`config.mk`:
```
export PLATFORM = sky130hd
export DESIGN_NAME = dpr_contention_ram
export DESIGN_NICKNAME = d
export VERILOG_FILES = /design/src/rtl/dpr_pkg.sv /design/src/rtl/dpr_port_if.sv /design/src/rtl/dpr_arbiter.sv /design/src/rtl/dpr_store.sv /design/src/rtl/dpr_contention_ram.sv
export SDC_FILE = /design/constraint.sdc
export NUM_CORES = 1
export LEC_CHECK = 0
export BUFFER_PORTS_ARGS = -buffer_cell sky130_fd_sc_hd__buf_2
export CORE_MARGIN = 1.5
export CORE_UTILIZATION = 35
export DETAILED_ROUTE_END_ITERATION = 10
export MAX_ROUTING_LAYER = met4
export SYNTH_ARGS = -nofsm -noshare
export SYNTH_HDL_FRONTEND = slang
export SYNTH_HIERARCHICAL = 1
export SYNTH_SLANG_ARGS = --single-unit
```
`constraint.sdc`:
```
create_clock -name clk -period 5.98 [get_ports clk]
set_input_delay 0.897 -clock clk [delete_from_list [all_inputs] [get_ports clk]]
set_output_delay 0.897 -clock clk [all_outputs]
set_load 0.03 [all_outputs]
```
`src/rtl/dpr_pkg.sv`:
```
`timescale 1ns/1ps
package dpr_pkg;
   typedef enum logic {SIDE_L = 1'b0, SIDE_R = 1'b1} side_e;
   localparam int NUM_SIDES = 2;
   localparam int IDX_L = 0;
   localparam int IDX_R = 1;
endpackage

```
`src/rtl/dpr_port_if.sv`:
```
`timescale 1ns/1ps
// Per-port request tracking: detects a new request and gates the write.
module dpr_port_if #(
   parameter int ADDR_W = 4
) (
   input  logic              clk,
   input  logic              rst_n,
   input  logic              en,
   input  logic              wr,
   input  logic [ADDR_W-1:0] addr,
   input  logic              busy,
   output logic              we,
   output logic              rd_req,
   output logic              fresh
);
   logic              prev_en;
   logic [ADDR_W-1:0] prev_addr;

   always_ff @(posedge clk or negedge rst_n) begin
      if (!rst_n) begin
         prev_en   <= 1'b0;
         prev_addr <= '0;
      end else begin
         prev_en   <= en;
         prev_addr <= addr;
      end
   end

   assign fresh  = en & (~prev_en | (addr != prev_addr));
   assign we     = en & wr & ~busy;
   assign rd_req = en & ~wr;

   // a request that stays enabled on an unchanged address is not new
   p_stable_not_fresh_r6: assert property (@(posedge clk) disable iff (!rst_n)
      (en && $past(en) && addr == $past(addr)) |-> !fresh);
endmodule

```
`src/rtl/dpr_arbiter.sv`:
```
`timescale 1ns/1ps
// Same-address contention arbiter: the later request gets busy.
module dpr_arbiter #(
   parameter int ADDR_W = 4
) (
   input  logic                   clk,
   input  logic                   rst_n,
   input  logic [1:0]             en,
   input  logic [1:0][ADDR_W-1:0] addr,
   input  logic [1:0]             fresh,
   output logic [1:0]             busy
);
   import dpr_pkg::*;

   logic  match;
   side_e loser, loser_q;

   assign match = en[IDX_L] & en[IDX_R] & (addr[IDX_L] == addr[IDX_R]);

   always_comb begin
      unique case (fresh)
         2'b01:   loser = SIDE_L;   // only left is new
         2'b10:   loser = SIDE_R;   // only right is new
         2'b11:   loser = SIDE_R;   // same-cycle tie: left wins
         default: loser = loser_q;  // nothing new: keep owner
      endcase
   end

   always_ff @(posedge clk or negedge rst_n) begin
      if (!rst_n)     loser_q <= SIDE_R;
      else if (match) loser_q <= loser;
   end

   assign busy[IDX_L] = match & (loser == SIDE_L);
   assign busy[IDX_R] = match & (loser == SIDE_R);

   p_one_busy_r5: assert property (@(posedge clk) disable iff (!rst_n)
      $onehot0(busy));
   p_tie_right_r7: assert property (@(posedge clk) disable iff (!rst_n)
      (match && (&fresh)) |-> (busy[IDX_R] && !busy[IDX_L]));
   p_hold_owner_r8: assert property (@(posedge clk) disable iff (!rst_n)
      (match && $past(match) && fresh == 2'b00) |-> (busy == $past(busy)));
endmodule

```
`src/rtl/dpr_store.sv`:
```
`timescale 1ns/1ps
// Storage array with two write ports and two registered read ports.
module dpr_store #(
   parameter int ADDR_W    = 4,
   parameter int DATA_W    = 8,
   parameter bit IDLE_HOLD = 1'b0
) (
   input  logic                   clk,
   input  logic                   rst_n,
   input  logic [1:0]             we,
   input  logic [1:0]             rd_req,
   input  logic [1:0][ADDR_W-1:0] addr,
   input  logic [1:0][DATA_W-1:0] wdata,
   output logic [1:0][DATA_W-1:0] rdata,
   output logic [1:0]             drive
);
   localparam int DEPTH = 1 << ADDR_W;

   logic [DATA_W-1:0] mem [DEPTH];

   always_ff @(posedge clk) begin
      if (we[0]) mem[addr[0]] <= wdata[0];
      if (we[1]) mem[addr[1]] <= wdata[1];
   end

   for (genvar p = 0; p < 2; p++) begin : g_rd
      always_ff @(posedge clk or negedge rst_n) begin
         if (!rst_n) drive[p] <= 1'b0;
         else        drive[p] <= rd_req[p];
      end

      if (IDLE_HOLD) begin : g_hold
         always_ff @(posedge clk or negedge rst_n) begin
            if (!rst_n)         rdata[p] <= '0;
            else if (rd_req[p]) rdata[p] <= mem[addr[p]];
         end
      end else begin : g_zero
         always_ff @(posedge clk or negedge rst_n) begin
            if (!rst_n)         rdata[p] <= '0;
            else if (rd_req[p]) rdata[p] <= mem[addr[p]];
            else                rdata[p] <= '0;
         end
         // an idle cycle leaves the port quiet on the next cycle
         p_idle_quiet_r3: assert property (@(posedge clk) disable iff (!rst_n)
            !rd_req[p] |=> (!drive[p] && rdata[p] == '0));
      end

      // a read request yields valid data one cycle later
      p_read_drives_r2: assert property (@(posedge clk) disable iff (!rst_n)
         rd_req[p] |=> drive[p]);
   end

   // upstream: the two write ports never collide on one location
   p_no_dual_write_r9: assert property (@(posedge clk) disable iff (!rst_n)
      !(we[0] && we[1] && addr[0] == addr[1]));
endmodule

```
`src/rtl/dpr_contention_ram.sv`:
```
`timescale 1ns/1ps
module dpr_contention_ram #(
   parameter int ADDR_W    = 4,
   parameter int DATA_W    = 8,
   parameter bit IDLE_HOLD = 1'b0
) (
   input  logic              clk,
   input  logic              rst_n,
   input  logic              lft_en,
   input  logic              lft_wr,
   input  logic [ADDR_W-1:0] lft_addr,
   input  logic [DATA_W-1:0] lft_wdata,
   output logic [DATA_W-1:0] lft_rdata,
   output logic              lft_drive,
   output logic              lft_busy_n,
   input  logic              rgt_en,
   input  logic              rgt_wr,
   input  logic [ADDR_W-1:0] rgt_addr,
   input  logic [DATA_W-1:0] rgt_wdata,
   output logic [DATA_W-1:0] rgt_rdata,
   output logic              rgt_drive,
   output logic              rgt_busy_n
);
   import dpr_pkg::*;

   if (ADDR_W < 1 || ADDR_W > 12) begin : g_bad_addr_w
      $error("dpr_contention_ram: ADDR_W must be 1..12");
   end
   if (DATA_W < 1 || DATA_W > 64) begin : g_bad_data_w
      $error("dpr_contention_ram: DATA_W must be 1..64");
   end

   logic [1:0]             en_v, wr_v, we_v, rd_v, fresh_v, busy_v, drive_v;
   logic [1:0][ADDR_W-1:0] addr_v;
   logic [1:0][DATA_W-1:0] wdata_v, rdata_v;

   assign en_v    = {rgt_en, lft_en};
   assign wr_v    = {rgt_wr, lft_wr};
   assign addr_v  = {rgt_addr, lft_addr};
   assign wdata_v = {rgt_wdata, lft_wdata};

   for (genvar s = 0; s < NUM_SIDES; s++) begin : g_side
      dpr_port_if #(.ADDR_W(ADDR_W)) u_port (
         .clk    (clk),
         .rst_n  (rst_n),
         .en     (en_v[s]),
         .wr     (wr_v[s]),
         .addr   (addr_v[s]),
         .busy   (busy_v[s]),
         .we     (we_v[s]),
         .rd_req (rd_v[s]),
         .fresh  (fresh_v[s])
      );
   end

   dpr_arbiter #(.ADDR_W(ADDR_W)) u_arb (
      .clk   (clk),
      .rst_n (rst_n),
      .en    (en_v),
      .addr  (addr_v),
      .fresh (fresh_v),
      .busy  (busy_v)
   );

   dpr_store #(.ADDR_W(ADDR_W), .DATA_W(DATA_W), .IDLE_HOLD(IDLE_HOLD)) u_store (
      .clk    (clk),
      .rst_n  (rst_n),
      .we     (we_v),
      .rd_req (rd_v),
      .addr   (addr_v),
      .wdata  (wdata_v),
      .rdata  (rdata_v),
      .drive  (drive_v)
   );

   assign lft_rdata  = rdata_v[IDX_L];
   assign rgt_rdata  = rdata_v[IDX_R];
   assign lft_drive  = drive_v[IDX_L];
   assign rgt_drive  = drive_v[IDX_R];
   assign lft_busy_n = ~busy_v[IDX_L];
   assign rgt_busy_n = ~busy_v[IDX_R];

   p_busy_needs_match_r4: assert property (@(posedge clk) disable iff (!rst_n)
      (!lft_busy_n || !rgt_busy_n) |-> (lft_en && rgt_en && lft_addr == rgt_addr));
   p_match_flags_r4: assert property (@(posedge clk) disable iff (!rst_n)
      (lft_en && rgt_en && lft_addr == rgt_addr) |-> (lft_busy_n != rgt_busy_n));
   p_blocked_left_r9: assert property (@(posedge clk) disable iff (!rst_n)
      !lft_busy_n |-> !we_v[IDX_L]);
   p_blocked_right_r9: assert property (@(posedge clk) disable iff (!rst_n)
      !rgt_busy_n |-> !we_v[IDX_R]);
endmodule

```
Word-level counts from Yosys, hierarchy flattened --
Memory sizes are Yosys's and may differ from the RTL's. Index checks and enable logic that the tools add are counted.
Word-level totals: flip-flop bits (word level) 29, bits in writable memories 128, bits of input ports 30, output and inout port bits 20, logic and storage cells 45, memories kept 1
Memory list:
- u_store.mem | words 16, width 8, read ports 2, clocked after Yosys merged registers in 0, write ports 2, RTL line dpr_store.sv:19 | logic [DATA_W-1:0] mem [DEPTH];
Operators by class: equal/unequal tests 6, muxes and demuxes 7, bitwise logic cells 21, reductions and logical operators 1
Operators by type and width (number):
- $mux W8 | 2
- $and A1 B1 Y1 | 12
- $ne A4 B4 Y1 | 2
- $not A1 Y1 | 7
- $eq A2 B2 Y1 const B | 2
- $eq A4 B4 Y1 | 1
- $mux W1 | 4
- $eq A2 B1 Y1 const B | 1
- $or A1 B1 Y1 | 2
- $pmux W1 S2 | 1
- $reduce_or A2 Y1 | 1

Depth between registers and ports, before layout --
Gate-level depths: netlist of the first run.
depth in word-level cells 12, gate-level depth with buffers 11, mapped depth without buffers 10

Cells and area by module --
Netlist of the first run, hierarchy kept.
By module, submodules not included:
- dpr_store | instances 1, cells each 568, area an instance 8350.5 um2
- dpr_port_if | instances 2, cells each 15, area an instance 186.4 um2
- dpr_arbiter | instances 1, cells each 12, area an instance 107.6 um2
- dpr_contention_ram | instances 1, cells each 2, area an instance 7.5 um2

Worst setup path before layout of the first run --
OpenSTA, ideal clock, no wires.
path kind input port to flip-flop, from in rgt_addr[0], to mem u_store.mem[4][0], enable pin, setup time 0.384 ns, arrival time 2.976 ns, required time 5.596 ns, path slack 2.620 ns, stages 10, path through xor2_1 > nor3_1 > a31oi_1 > a21o_1 > and2b_2 > nor2_1 > nand3b_2 > or3_1 > buf_2 > o21ai_0
RTL lines:
- from (decl) | RTL line dpr_contention_ram.sv:18 | input logic [ADDR_W-1:0] rgt_addr,
- to (decl) | RTL line dpr_store.sv:19

==> results of run 1 <==
Yosys cell counts (2+ instances only):
cell type  count
a32oi_1       14
nand2b_1       9
nor2_1         8
nor2b_1        5
a22oi_1        2
clkbuf_1      29
o211ai_1      14
mux2i_1       36
mux2_2       120
o21ai_0        8
xnor2_1        3
mux4_2        46
xor2_1         9
buf_4          6
mux2_4         8
edfxtp_1     128
nand3_1        3
buf_1          2
buf_6          2
nor2_2         9
nand2_1       51
nand4_1       15
buf_2         15
nor3_1         3
a31oi_1        2
and2_1         4
or3_1          2
nand3b_1       2
inv_1          5
a21oi_1        4
dfrtp_1       28
o22ai_1        9
flip-flops by register name, indices dropped and copies added (netlist names):
name / cells
u_arb/loser_q: 1
g_side.u_port/prev_en: 2
u_store/rdata: 16
u_store/mem: 128
g_side.u_port/prev_addr: 8
u_store/drive: 2
layout by cell type, fill, tap and decap left out, types with 4 or more instances in the layout:
| cell | instances |
|---|---|
| mux4_2 | 46 |
| xor2_1 | 9 |
| a21oi_1 | 4 |
| buf_2 | 49 |
| inv_6 | 7 |
| o22ai_1 | 9 |
| mux2_2 | 120 |
| edfxtp_1 | 128 |
| nand4_1 | 15 |
| nor2_2 | 9 |
| nor2b_1 | 5 |
| o21ai_0 | 8 |
| nand2b_1 | 9 |
| and2_1 | 4 |
| nand2_1 | 51 |
| clkbuf_16 | 17 |
| o211ai_1 | 14 |
| nor2_1 | 8 |
| mux2_4 | 8 |
| dfrtp_1 | 28 |
| a32oi_1 | 14 |
| inv_1 | 5 |
| mux2i_1 | 36 |
power groups by stage:
stage / sequential, mW / clock, mW / combinational (mW)
after floorplan: 1.27 / 0 / 0.185
after global placement: 1.26 / 0 / 0.303
after detailed placement: 1.26 / 0 / 0.306
after CTS: 1.24 / 1.09 / 0.308
after global routing: 1.24 / 1.13 / 0.327
final: 1.24 / 1.07 / 0.309
cell families after synthesis:
| group | share of synthesized area |
|---|---|
| compound gates | 0.04374 |
| flops | 0.5171 |
| simple gates | 0.07007 |
| buf+inv | 0.03143 |
| xor+xnor | 0.01189 |
| mux | 0.3257 |
worst max-delay path, cell delays in order:
cell and delay [ns]:
buf_2 0.64, xor2_1 0.13, nor3_1 0.23, a31oi_1 0.11
a21o_1 0.18, and2b_2 0.20, nor2_1 0.54, nor3b_2 0.40
nor2b_1 0.65, o21bai_1 0.49
layer usage:
| metal | vias up | part of all wire | global-route usage |
|---|---|---|---|
| li1 | 2440 | - | - |
| met1 | 3007 | 0.40 | 0.2601 |
| met2 | 287 | 0.51 | 0.3605 |
| met3 | 46 | 0.066 | 0.04162 |
| met4 | 0 | 0.024 | 0.07173 |
| met5 | - | 0 | - |
worst min path at each step:
stage,startpoint,end,slack (ns)
5_1_grt,rst_n,g_side[1].u_port/prev_addr[2]$_DFF_PN0_,0.55
2_1_floorplan,rst_n,g_side[0].u_port/prev_addr[0]$_DFF_PN0_,0.60
3_5_place_dp,u_arb/loser_q$_DFFE_PN1P_,u_arb/loser_q$_DFFE_PN1P_,0.66
3_3_place_gp,u_arb/loser_q$_DFFE_PN1P_,u_arb/loser_q$_DFFE_PN1P_,0.65
6_report,rst_n,u_store/rdata[10]$_DFF_PN0_,0.49
4_1_cts,rst_n,g_side[1].u_port/prev_addr[2]$_DFF_PN0_,0.51
through the flow:
step,hold slack (ns),instances,cell area [um^2]
floorplan,0.6014,612,8838
global placement,0.6483,934,9253
CTS,0.5066,966,9833
finish,0.4912,967,9836
global route,0.5487,967,9836
detailed placement,0.6574,934,9253
cell type report:
class / instances / area (um^2) / area share
Sequential cell: 157 / 4571 / 0.4647
Multi-Input combinational cell: 396 / 3990 / 0.4057
Clock buffer: 18 / 429.2 / 0.04363
Tap cell: 324 / 405.4 / 0.04122
Timing Repair Buffer: 52 / 267.8 / 0.02722
Clock inverter: 14 / 151.4 / 0.01539
Inverter: 5 / 18.77 / 0.001908
Antenna cell: 1 / 2.502 / 0.0002544
==> results.toml, run 1 <==
[setup_path]
rrSetupSlack_ns = 2.25
rr_startpoint = "g_side[1].u_port/prev_addr[3]$_DFF_PN0_"
endpoint_kind = "flip-flop"
crit_arrival_ns = 4.48
critPathKind = "in -> reg"
worst_case_reg_to_reg_path_depth = 9
cp-startpoint = "rgt_addr[3]"
worstPathRequired_ns = 6.04
critical_path.reg2reg.endpoint = "u_store/mem[3][4]$_DFFE_PP_"
worst_setup_sp_type = "primary input"
critPathMaxFanout = 33
worstSetupEndpoint = "u_store/mem[3][4]$_DFFE_PP_"

[logic_synthesis]
synth_seq_cells = 157
synth_edf_count = 128
post_synthesis_instance_total = 612
synth.largest_area_cell = "edfxtp_1"
async_flop_share = 0.1847
ys_top_cells_by_area = "edfxtp_1, mux2_2, mux4_2, dfrtp_1, mux2i_1"
synthDistinctLibCells = 43
synthesis.yosys.warnings = 6
dominantRegCellSynth = "edfxtp_1"
sequential_fraction_of_the_synthesis_area = 0.5171
synthesis.nets = 642
postSynthAreaPerCell_um2 = 14.44
yosysTopAreaCellShare = 0.4349
syn-cell-area_um2 = 8838

[finish]
layout-drive-gt1-share = 0.4268
n_fill_cell = 2307
layout.core_utilization = 0.4009
final_net_count = 659
syn2layout_area_growth_pct = 11.28

[sta]
final-max-slew-violation-count = 0
totalNegativeSetupSlack_ns = 0
max_slew.worst_pin.slew_ns = 1.179
min_period_over_period = 0.7404
rsz0062_at_grt = "false"
fin_skew_ns = 0.01224
layout_setup_ws_ns = 1.552
final_period_minus_worst_setup_slack_ns = 4.428
maxClockFrequency_mhz = 225.8
max_slew_margin = 0.2058
final_hold_viol_count = 0
setup_viol = 0

[global_route]
grt_first_pass_wirelength_um = 38900
global_route_usage_over_all_layers = 0.2147
vias_in_the_first_global_route = 5881
grt_start_max_net_pins = 47
overflow = 0
number_of_antenna_violations_at_the_first_check_in_global_routing = 1

[cts]
tritoncts = "yes"
cts_h_tree_lvls = 4
max-clock-path-buffers = 2
postCtsHoldBufs = 0
clk_pin_slew_worst_paths_ns = 0.07
post-cts-setup-buffers = 0
cell_at_the_root_of_the_clock_tree = "clkbuf_16"
cts_buffers = 17
cts_resized = 0
clk-insertion-delay-late_ns = 0.44
clock-sinks = 157

[pwr]
pwr_density_cell_nw_per_um2 = 266.3
power_report.internal_total_mw = 1.932
seqPwrFrac = 0.473
p_leak_nw = 3.387
irDropWorstVdd_mv = 0.1884
p_total_mw = 2.619
share_clk_of_total_power = 0.409
switching_power_mw = 0.6871
power.combinational.fraction = 0.118
netSwitchingFraction = 0.2624

[die]
placementRows = 57
start_util = 0.3603
core_um2 = 24530
die_w_um = 161.9
count_of_pins_on_the_block_boundary = 50
dieArea_um2 = 26210
die_y_um = 161.9

[drt]
post-route-drc-count = 0
firstDrtPassIters = 6
drt.antenna.violating_nets = 0
drt-vias-per-instance = 5.977
routed_wirelength_um = 26560
wl_per_cell_um = 27.47
dr_total_vias = 5780
dr.first_iter.drc_count = 689

[place]
place.gp.congestion = 0.9032
port_buffers = 49
hpwl_um = 18870
preCtsSetupSlack_ns = 1.226

[outcome]
outcome = "completed"

[min_path]
hold_class = "in -> async"

[run]
max_cap_viol_count = 0
(Power assumes the default switching activity.)
==> inputs of run 2 (changes only) <==
Settings changed: ABC_AREA set to 1.
Clock period 5.98 ns to 3.7 ns, I/O delays scaled along.
==> run 2 against run 1 <==
  * The flow now finishes with violations (DRC)
  * Die area increased by 6.2%
  * Core utilization increased by 0.39 points
  * Sequential power increased by 61%
  * Flip-flop and latch count unchanged
  * Sequential share of layout area decreased by 3.4 points
  * Total power increased by 65%
  * Setup slack got worse by 0.51 ns
  * Non-clock buffer count increased by 36
  * Clock power increased by 63%
  * Highest routed layer unchanged
==> results.toml, run 2 <==
[setup_path]
rr_startpoint = "g_side[1].u_port/prev_addr[2]$_DFF_PN0_"
cp-startpoint = "g_side[1].u_port/prev_addr[2]$_DFF_PN0_"
critPathKind = "reg -> reg"
crit_arrival_ns = 2.71
worst_case_reg_to_reg_path_depth = 11
worstPathRequired_ns = 3.75
endpoint_kind = "flip-flop"
critical_path.reg2reg.endpoint = "u_store/mem[0][0]$_DFFE_PP_"
worst_setup_sp_type = "flip-flop"
critPathMaxFanout = 8
rrSetupSlack_ns = 1.04

[cts]
clk-insertion-delay-late_ns = 0.44
postCtsHoldBufs = 0
cts_buffers = 17
post-cts-setup-buffers = 0
max-clock-path-buffers = 2
clk_pin_slew_worst_paths_ns = 0.07
tritoncts = "yes"
cts_h_tree_lvls = 4
cts_resized = 0
cell_at_the_root_of_the_clock_tree = "clkbuf_16"
clock-sinks = 157

[sta]
fin_skew_ns = 0.01402
setup_viol = 0
max_slew.worst_pin.slew_ns = 1.158
final_period_minus_worst_setup_slack_ns = 2.658
totalNegativeSetupSlack_ns = 0
rsz0062_at_grt = "false"
min_period_over_period = 0.7183
final-max-slew-violation-count = 0
final_hold_viol_count = 0
maxClockFrequency_mhz = 376.3
max_slew_margin = 0.2197

[drt]
firstDrtPassIters = 9
wl_per_cell_um = 19.03
dr_total_vias = 9070
dr.first_iter.drc_count = 1241
drt.antenna.violating_nets = 0
routed_wirelength_um = 32980
drt-vias-per-instance = 5.234
post-route-drc-count = 8

[die]
dieArea_um2 = 27840
placementRows = 59
die_y_um = 166.8
count_of_pins_on_the_block_boundary = 50
start_util = 0.3585
die_w_um = 166.8
core_um2 = 26210

[finish]
num_antenna_cells = 0
layout.cells.most_common_list = "nand2_1, o21ai_0, edfxtp_1, inv_1, nor2_1"
postLayoutCellArea_um2 = 10610
regArea_um2 = 4571
largest_register_ffs = 128
syn2layout_area_growth_pct = 12.90
multi_input_comb_area_um2 = 4253
layout.cells.most_common = "nand2_1"
layout-drive-gt1-share = 0.09800
final_net_count = 1415
n_fill_cell = 2675

[place]
port_buffers = 49
dpl_cell_area_um2 = 10030
hpwl_um = 22400
place.gp.congestion = 0.9168

[logic_synthesis]
syn-cell-area_um2 = 9395
sequential_fraction_of_the_synthesis_area = 0.4865
postSynthAreaPerCell_um2 = 6.980
synth_edf_count = 128
yosysTopAreaCellShare = 0.4091
ys_top_cells_by_area = "edfxtp_1, nand2_1, dfrtp_1, o21ai_0, inv_1"
synthDistinctLibCells = 24
synth.largest_area_cell = "edfxtp_1"
post_synthesis_instance_total = 1346
synthesis.yosys.warnings = 6
synth_most_common_cell = "nand2_1"
synth_seq_cells = 157
synthesis.nets = 1376
dominantRegCellSynth = "edfxtp_1"
synthTopCellsByCount = "nand2_1, o21ai_0, edfxtp_1, inv_1, nor2_1"
async_flop_share = 0.1847

[pwr]
irDropWorstVdd_mv = 0.3080
pwr_density_cell_nw_per_um2 = 407.6
p_leak_nw = 5.175

[run]
max_cap_viol_count = 0

[min_path]
hold_class = "in -> async"

[global_route]
number_of_antenna_violations_at_the_first_check_in_global_routing = 0
grt_first_pass_wirelength_um = 49890
global_route_usage_over_all_layers = 0.2478
grt_start_max_net_pins = 75
vias_in_the_first_global_route = 8107
overflow = 0

[outcome]
outcome = "finished with violations"
violations = "DRC"
-- run 2: final cells by class --
class | count | area share
clock inverters | 15 | 0.01415
inverters | 67 | 0.02371
repair buffers | 88 | 0.05072
clock buffers | 17 | 0.04010
well taps | 335 | 0.03951
multi-input cells | 1054 | 0.4009
flip-flops and latches | 157 | 0.4309
-- run 2: routing by layer --
layer	wire [um]	global-route usage	up-vias
li1	-	-	4324
met4	1361	0.1119	0
met3	3308	0.03779	68
met5	0	-	-
met2	14470	0.3607	534
met1	13840	0.3400	4144
-- run 2: through the flow --
| step | instances | hold slack [ns] | power (mW) | worst slack (ns) | util |
|---|---|---|---|---|---|
| 2_1_floorplan | 1346 | 0.2594 | 2.381 | 0.8900 | - |
| 6_report | 1733 | 0.1234 | 4.324 | 1.042 | 0.4048 |
| 3_3_place_gp | 1701 | 0.4611 | 2.604 | 0.7025 | 0.3828 |
| 5_1_grt | 1733 | 0.1770 | 4.494 | 0.7758 | 0.4048 |
| 3_5_place_dp | 1701 | 0.4562 | 2.607 | 0.6746 | 0.3828 |
| 4_1_cts | 1733 | 0.1345 | 4.339 | 1.009 | 0.4048 |
-- run 2: critical path: stages (launching register included) --
cell,delay [ns]
dfrtp_1,0.38
nand2_1,0.06
inv_1,0.04
nor2_2,0.07
nor2_1,0.04
a21oi_1,0.17
a21o_1,0.13
nor2_1,0.06
nor2_1,0.10
buf_4,0.15
nand3_1,0.14
o21ai_0,0.93
-- run 2: power by group --
part           switching (mW)  leakage (nW)  internal [mW]  total, mW
Combinational           0.427          3.37          0.155      0.582
Sequential             0.0283          1.52           1.97       2.00
Clock                   0.843         0.280          0.900       1.74
-- run 2: logic make-up after synthesis --
family | Yosys count | share of synthesized area
compound gates | 166 | 0.08949
flops | 157 | 0.4865
simple gates | 888 | 0.3632
buf+inv | 135 | 0.06086
-- run 2: worst max path at each step --
stage               depth (start not counted)  slack [ns]                           to
floorplan                                  15        0.89  u_store/mem[0][0]$_DFFE_PP_
global placement                           12        0.70  u_store/mem[0][5]$_DFFE_PP_
detailed placement                         12        0.67  u_store/mem[8][4]$_DFFE_PP_
CTS                                        11        1.01  u_store/mem[8][4]$_DFFE_PP_
global route                               11        0.78  u_store/mem[0][0]$_DFFE_PP_
finish                                     11        1.04  u_store/mem[0][0]$_DFFE_PP_
